## src/rtl/pd_pkg.sv

```systemverilog
package pd_pkg;
  typedef enum logic {
    PD_XOR  = 1'b0,
    PD_EDGE = 1'b1
  } pd_mode_e;

  localparam int unsigned PD_SYNC_MIN = 2;
endpackage

```

## src/rtl/pd_sync.sv

```systemverilog
module pd_sync #(
  parameter int unsigned STAGES = 2
) (
  input  logic clk,
  input  logic rst,
  input  logic d,
  output logic q
);
  logic [STAGES-1:0] chain_q;

  always_ff @(posedge clk) begin
    if (rst) chain_q <= '0;
    else     chain_q <= {chain_q[STAGES-2:0], d};
  end

  assign q = chain_q[STAGES-1];

  // chain is empty one edge after reset
  p_sync_clear_r1: assert property (@(posedge clk) rst |=> (chain_q == '0));
endmodule

```

## src/rtl/pd_rise.sv

```systemverilog
module pd_rise (
  input  logic clk,
  input  logic rst,
  input  logic lvl,
  output logic rise
);
  logic prev_q;

  always_ff @(posedge clk) begin
    if (rst) prev_q <= 1'b0;
    else     prev_q <= lvl;
  end

  assign rise = lvl & ~prev_q;
endmodule

```

## src/rtl/pd_ec_core.sv

```systemverilog
module pd_ec_core (
  input  logic clk,
  input  logic rst,
  input  logic set_ev,
  input  logic clr_ev,
  output logic state_nx
);
  logic state_q;

  always_comb begin
    state_nx = state_q;
    if (set_ev && !clr_ev)      state_nx = 1'b1;
    else if (clr_ev && !set_ev) state_nx = 1'b0;
  end

  always_ff @(posedge clk) begin
    if (rst) state_q <= 1'b0;
    else     state_q <= state_nx;
  end

  p_set_on_ref_r4: assert property (@(posedge clk) disable iff (rst)
    (set_ev && !clr_ev) |=> state_q);
  p_clr_on_fb_r5: assert property (@(posedge clk) disable iff (rst)
    (clr_ev && !set_ev) |=> !state_q);
  p_hold_tie_r6: assert property (@(posedge clk) disable iff (rst)
    (set_ev == clr_ev) |=> (state_q == $past(state_q)));
endmodule

```

## src/rtl/phase_det_sel.sv

```systemverilog
module phase_det_sel
  import pd_pkg::*;
#(
  parameter int unsigned SYNC_STAGES = 2
) (
  input  logic clk,
  input  logic rst,
  input  logic ref_in,
  input  logic fb_in,
  input  logic mode_sel,
  output logic err_out
);
  localparam int unsigned STG = (SYNC_STAGES < PD_SYNC_MIN) ? PD_SYNC_MIN : SYNC_STAGES;

  logic ref_s, fb_s;
  logic ref_rise, fb_rise;
  logic ec_nx;
  logic xor_val;
  logic err_q;
  pd_mode_e mode;

  pd_sync #(.STAGES(STG)) u_sync_ref (.clk(clk), .rst(rst), .d(ref_in), .q(ref_s));
  pd_sync #(.STAGES(STG)) u_sync_fb  (.clk(clk), .rst(rst), .d(fb_in),  .q(fb_s));

  pd_rise u_rise_ref (.clk(clk), .rst(rst), .lvl(ref_s), .rise(ref_rise));
  pd_rise u_rise_fb  (.clk(clk), .rst(rst), .lvl(fb_s),  .rise(fb_rise));

  pd_ec_core u_ec (
    .clk     (clk),
    .rst     (rst),
    .set_ev  (ref_rise),
    .clr_ev  (fb_rise),
    .state_nx(ec_nx)
  );

  assign xor_val = ref_s ^ fb_s;
  assign mode    = pd_mode_e'(mode_sel);

  always_ff @(posedge clk) begin
    if (rst)                  err_q <= 1'b0;
    else if (mode == PD_EDGE) err_q <= ec_nx;
    else                      err_q <= xor_val;
  end

  assign err_out = err_q;

  p_rst_low_r1: assert property (@(posedge clk) rst |=> !err_out);
  p_xor_follow_r2: assert property (@(posedge clk) disable iff (rst)
    (mode_sel == 1'b0) |=> (err_out == ($past(ref_s) ^ $past(fb_s))));
  p_edge_set_r4: assert property (@(posedge clk) disable iff (rst)
    (mode_sel && ref_rise && !fb_rise) |=> err_out);
  p_edge_clr_r5: assert property (@(posedge clk) disable iff (rst)
    (mode_sel && fb_rise && !ref_rise) |=> !err_out);
endmodule

```

## config.mk

```make
export PLATFORM = sky130hd
export DESIGN_NAME = phase_det_sel
export DESIGN_NICKNAME = d
export VERILOG_FILES = /design/src/rtl/pd_pkg.sv /design/src/rtl/pd_sync.sv /design/src/rtl/pd_rise.sv /design/src/rtl/pd_ec_core.sv /design/src/rtl/phase_det_sel.sv
export SDC_FILE = /design/constraint.sdc
export NUM_CORES = 1
export LEC_CHECK = 0
export BUFFER_PORTS_ARGS = -buffer_cell sky130_fd_sc_hd__clkbuf_2
export CAP_MARGIN = 20
export CELL_PAD_IN_SITES_DETAIL_PLACEMENT = 1
export CELL_PAD_IN_SITES_GLOBAL_PLACEMENT = 2
export CORE_AREA = 2 2 39 41
export CTS_CLUSTER_SIZE = 25
export DETAILED_ROUTE_END_ITERATION = 12
export DIE_AREA = 0 0 41 43
export GPL_TIMING_DRIVEN = 0
export PLACE_DENSITY = 0.46
export SLEW_MARGIN = 25
export SYNTH_ARGS = -nofsm -noshare
export SYNTH_HDL_FRONTEND = slang
export SYNTH_SLANG_ARGS = --single-unit
```

## constraint.sdc

```tcl
create_clock -name clk -period 1.8 [get_ports clk]
set_input_delay 0.18 -clock clk [delete_from_list [all_inputs] [get_ports clk]]
set_output_delay 0.18 -clock clk [all_outputs]
set_load 0.01 [all_outputs]
```

Word level (Yosys, flattened, before mapping)

Index checks and enable logic that the tools add are counted.

Input bits: 5
Word-level logic and storage cells: 18
Output and inout port bits: 1
Register bits: 8

Bitwise logic cells: 5
Reductions and logical operators: 4
Mux-type cells: 3

Operator list:

| cell              | number |
|---|---|
| two-way mux 1 bit | 3 |
| AND 1 bit         | 2 |
| logical AND 1 bit | 2 |
| logical NOT 1 bit | 2 |
| NOT 1 bit         | 2 |
| bitwise XOR 1 bit | 1 |

Logic depth before layout (Yosys ltp)

Depth in word-level cells: 7
Mapped depth: 3
Mapped depth without buffers: 3

Cells and area by module

From an unflattened synthesis, not the netlist that was laid out.

Cell total of the unflattened synthesis: 24
Area total of the unflattened synthesis: 291.5 um2

By module, submodules not included:

| module        | cells an instance | instances | area each (um2) |
|---|---|---|---|
| pd_sync       | 4                 | 2         | 52.6 |
| pd_rise       | 3                 | 2         | 47.5 |
| phase_det_sel | 5                 | 1         | 51.3 |
| pd_ec_core    | 5                 | 1         | 40.0 |

Least setup slack after synthesis

OpenSTA, ideal clock, no wires.

Path type: reg2reg
From: reg u_sync_ref.chain_q[1]
To: reg err_q, in the netlist err_out
Period minus slack after synthesis: 0.882 ns
Stages on the path, launching flop included: 4
Required time: 1.712 ns
Arrival: 0.794 ns
Setup slack: 0.918 ns
Cell sequence: dfxtp_1 and2b_1 o22ai_1 a311oi_2

Longest elaborated chain between the ends: 6
Elaborated cells between the ends (all ways): 8
Classes of those cells: 3 x mux; 2 x bitwise; 3 x reduce/logical

Ends and longest elaborated chain:

| element                | RTL line            | text |
|---|---|---|
| start, declared        | pd_sync.sv:9        | `logic [STAGES-1:0] chain_q;` |
| start signal, assigned | pd_sync.sv:13       | `else chain_q <= {chain_q[STAGES-2:0], d};` |
| AND 1 bit              | pd_rise.sv:14       | `assign rise = lvl & ~prev_q;` |
| logical NOT 1 bit      | pd_ec_core.sv:13    | `else if (clr_ev && !set_ev) state_nx = 1'b0;` |
| logical AND 1 bit      | pd_ec_core.sv:13    |  |
| two-way mux 1 bit      | pd_ec_core.sv:13    |  |
| two-way mux 1 bit      | pd_ec_core.sv:12    | `if (set_ev && !clr_ev) state_nx = 1'b1;` |
| two-way mux 1 bit *    | phase_det_sel.sv:41 | `else if (mode == PD_EDGE) err_q <= ec_nx;` |
| end signal, assigned   | phase_det_sel.sv:41 |  |
| end signal, assigned   | phase_det_sel.sv:42 | `else err_q <= xor_val;` |
| end, declared          | phase_det_sel.sv:19 | `logic err_q;` |

Every way passes the cells marked *; elsewhere a longest branch is shown, timed or not.
A chain may end at the register's enable or synchronous reset.

Worst setup path after layout

Ends and elaborated chain as after synthesis.

==> summary.txt <==
STA
  – Worst Tran Pin Value: 236.4 ps
  – Final hold violation count: 0
  – Rel. slew slack: 84.24%
  – Max-slew violation count: 0
  – RSZ-0062 raised after global routing: false
  – Final setup viols: 0
  – Setup TNS: 0 ps
  – Clock Skews: 0.2271 ps
  – Min cycle time layout: 953.3 ps
  – Final period utilization: 52.96%
  – FMAX: 1049 MHz
  – Post-route setup slack: 846.7 ps

Worst setup path
  – Slowest CP cell: dfxtp_1
  – Crit-path cells: and2b_1 -> o22ai_1 -> a311oi_2
  – Critical path depth: 3
  – Type of origin of the critical path: register
  – WP data arrival: 1110 ps
  – Reg-to-reg setup timing slack: 850 ps
  – Crit path max-delay family: compound AO/OA/AOI/OAI gates
  – CP required: 1960 ps
  – Capturing element type of the critical path: register
  – R2R Path Start: u_sync_ref.chain_q[1]
  – Crit path from: u_sync_ref.chain_q[1]
  – Crit Path Max Fanout: 3
  – Bufs and invs on worst path: 0
  – Cell count of the worst reg-to-reg path: 3
  – Critical path endpoint: err_out
  – FF-to-FF End: err_out
  – Critical path class: register to register
  – Critical Path Max Stage Delay: 350 ps

CTS
  – CTS tree: built
  – Post-CTS resize count: 0
  – CTS H-tree lvls: 1
  – Root Buffer: clkbuf_4
  – Post-CTS setup buffer count: 0
  – Clock Path Buffers: 2
  – Clk pin slew, worst setup/hold paths: 50 ps
  – Clock Sinks: 8
  – Clk_lat worst skew: 240 ps
  – TritonCTS Buffers: 3
  – Hold_buf cts: 0

Final layout
  – FF+latch area: 160.2 um2
  – Layout cells sized above 1: 30.00%
  – N_diodes: 0
  – P&R area growth vs syn: 27.14%
  – Fill count: 167
  – Multi-input gate area: 85.08 um2
  – Final nets: 37

Synth
  – Number of synthesis warnings: 0
  – Post-synthesis register bit count: 8
  – Commonest cells in the netlist: dfxtp_1 (8), nor2b_1 (5), nor2_1 (2)
  – Top_reg_cell synth: dfxtp_1
  – Synthesized net count: 27
  – Unique cell type count in the Yosys netlist: 10
  – Register area share after synthesis: 64.32%
  – Area contributors post-synth: dfxtp_1 (64%), nor2b_1 (13%), a311oi_2 (6.0%), xor2_1 (3.5%), and2b_1 (3.0%)
  – Largest family of logic cells by synthesized area: simple AND/OR/NAND/NOR gates
  – Ys async rst share: 0%
  – XOR/XNOR Fraction of Synth Area: 3.518%
  – Area fraction in compound gates after synthesis: 10.55%
  – Post-Syn Area per Cell: 11.32 um2
  – Adder-Cell Fraction of Synth Area: 0%
  – Post-synth top area share: 64.32%
  – Count leader, synth: dfxtp_1
  – Mux share of post-synthesis cell area: 0%
  – Cell taking the most area after synthesis: dfxtp_1
  – Post-synth EDFFs: 0
  – Cell area after synthesis: 249.0 um2
  – Simple-gate portion of the synthesized area: 20.10%
  – Gate Count Post-Synth: 22

Drt
  – Wire per inst: 8.370 um
  – Residual DRC: 0
  – Iteration-0 DRC Markers: 1
  – Via density: 3.652
  – Pre-antenna DRT Iters: 2
  – Final wirelength: 385 um
  – DRT antenna net count: 0
  – Vias: 168

Global routing
  – Total gr overflow: 0
  – Largest net degree at the start of global routing: 9
  – Initial antenna violation count: 0
  – Tot GR Track Use: 5.740%
  – Vias in the first global route: 164
  – First-pass GRT wire length: 627 um

Floorplanning
  – Core area: 1384 um2
  – Io pins: 6
  – Initial core utilization: 17.99%
  – Core Rows: 14
  – Die width: 41 um
  – Die area: 1763 um2
  – Chip height: 43 um

Power and ir drop
  – Worst vdd ir: 0.2924 mV
  – LEAKAGE: 0.0001352 uW
  – Pwr Density: 1079 nW/um2

Placed design
  – Dpl ws: 830.4 ps
  – IO buf count: 5
  – Final GP Congestion: 0.5787

Run
  – Max-Cap Viols: 0

Worst hold path
  – Worst Hold Class: input pin to register
  – Hold Path Stages: 2

Outcome
  – Outcome: completed
-- layout make-up --
class | instances | area share, %
Clock buffer | 3 | 7.115
Inverter | 1 | 1.186
Multi-Input combinational cell | 13 | 26.88
Sequential cell | 8 | 50.59
Tap cell | 16 | 6.324
Timing Repair Buffer | 5 | 7.905
-- how the worst min path moves through the flow --
stage,start,slack (ps),endpoint
6_report,fb_in,150,u_sync_fb.chain_q[0]
5_1_grt,fb_in,160,u_sync_fb.chain_q[0]
4_1_cts,fb_in,150,u_sync_fb.chain_q[0]
3_5_place_dp,fb_in,400,u_sync_fb.chain_q[0]
3_3_place_gp,fb_in,390,u_sync_fb.chain_q[0]
2_1_floorplan,rst,250,u_rise_fb.prev_q
-- worst register-to-register path: cells and delay by family (launching register included) --
family,cells,cell delay (ps)
compound gates,2,370
flops,1,350
simple gates,1,150
-- per-stage QoR --
step | hold WS [ps] | std cells | instance area, um2 | power (uW) | utilization, %
floorplan | 246.7 | 22 | 249.0 | 203.2 | -
global placement | 392.9 | 43 | 294.0 | 213.0 | 21.25
detailed placement | 398.8 | 43 | 294.0 | 214.1 | 21.25
CTS | 147.1 | 46 | 316.6 | 347.5 | 22.88
global route | 155.8 | 46 | 316.6 | 357.7 | 22.88
finish | 147.3 | 46 | 316.6 | 341.5 | 22.88
-- layer usage --
metal	up-vias	GRT usage, %	share of wire, %
met5	-	0	0
met1	75	6.169	48
li1	87	-	-
met3	0	3.141	7.8
met2	6	7.187	44
met4	0	6.000	0
-- state kept, by name, summed over array words and instances (netlist names) --
name                cells
u_rise_ref.prev_q       1
u_sync_fb.chain_q       2
u_rise_fb.prev_q        1
u_sync_ref.chain_q      2
u_ec.state_q            1
err_out                 1
-- power by group --
part | switching [uW] | internal (uW) | total, uW
clock network | 56.3 | 76.0 | 132
logic | 10.0 | 10.9 | 20.9
registers | 2.86 | 185 | 188
total | 69.2 | 272 | 341
-- cell families after synthesis --
group	Yosys count
simple gates	9
flops	8
compound gates	3
xor+xnor	1
buf+inv	1
-- layout by cell type (no fill, tap or decap), drive strengths merged --
cell type	netlist	layout
dfxtp	8	8
nand2	1	1
xor2	1	1
inv	1	1
a311oi	1	1
and2b	1	1
nor2b	5	5
nor2	2	2
clkbuf	0	8
a21oi	1	1
o22ai	1	1
(Power assumes the default switching activity.)
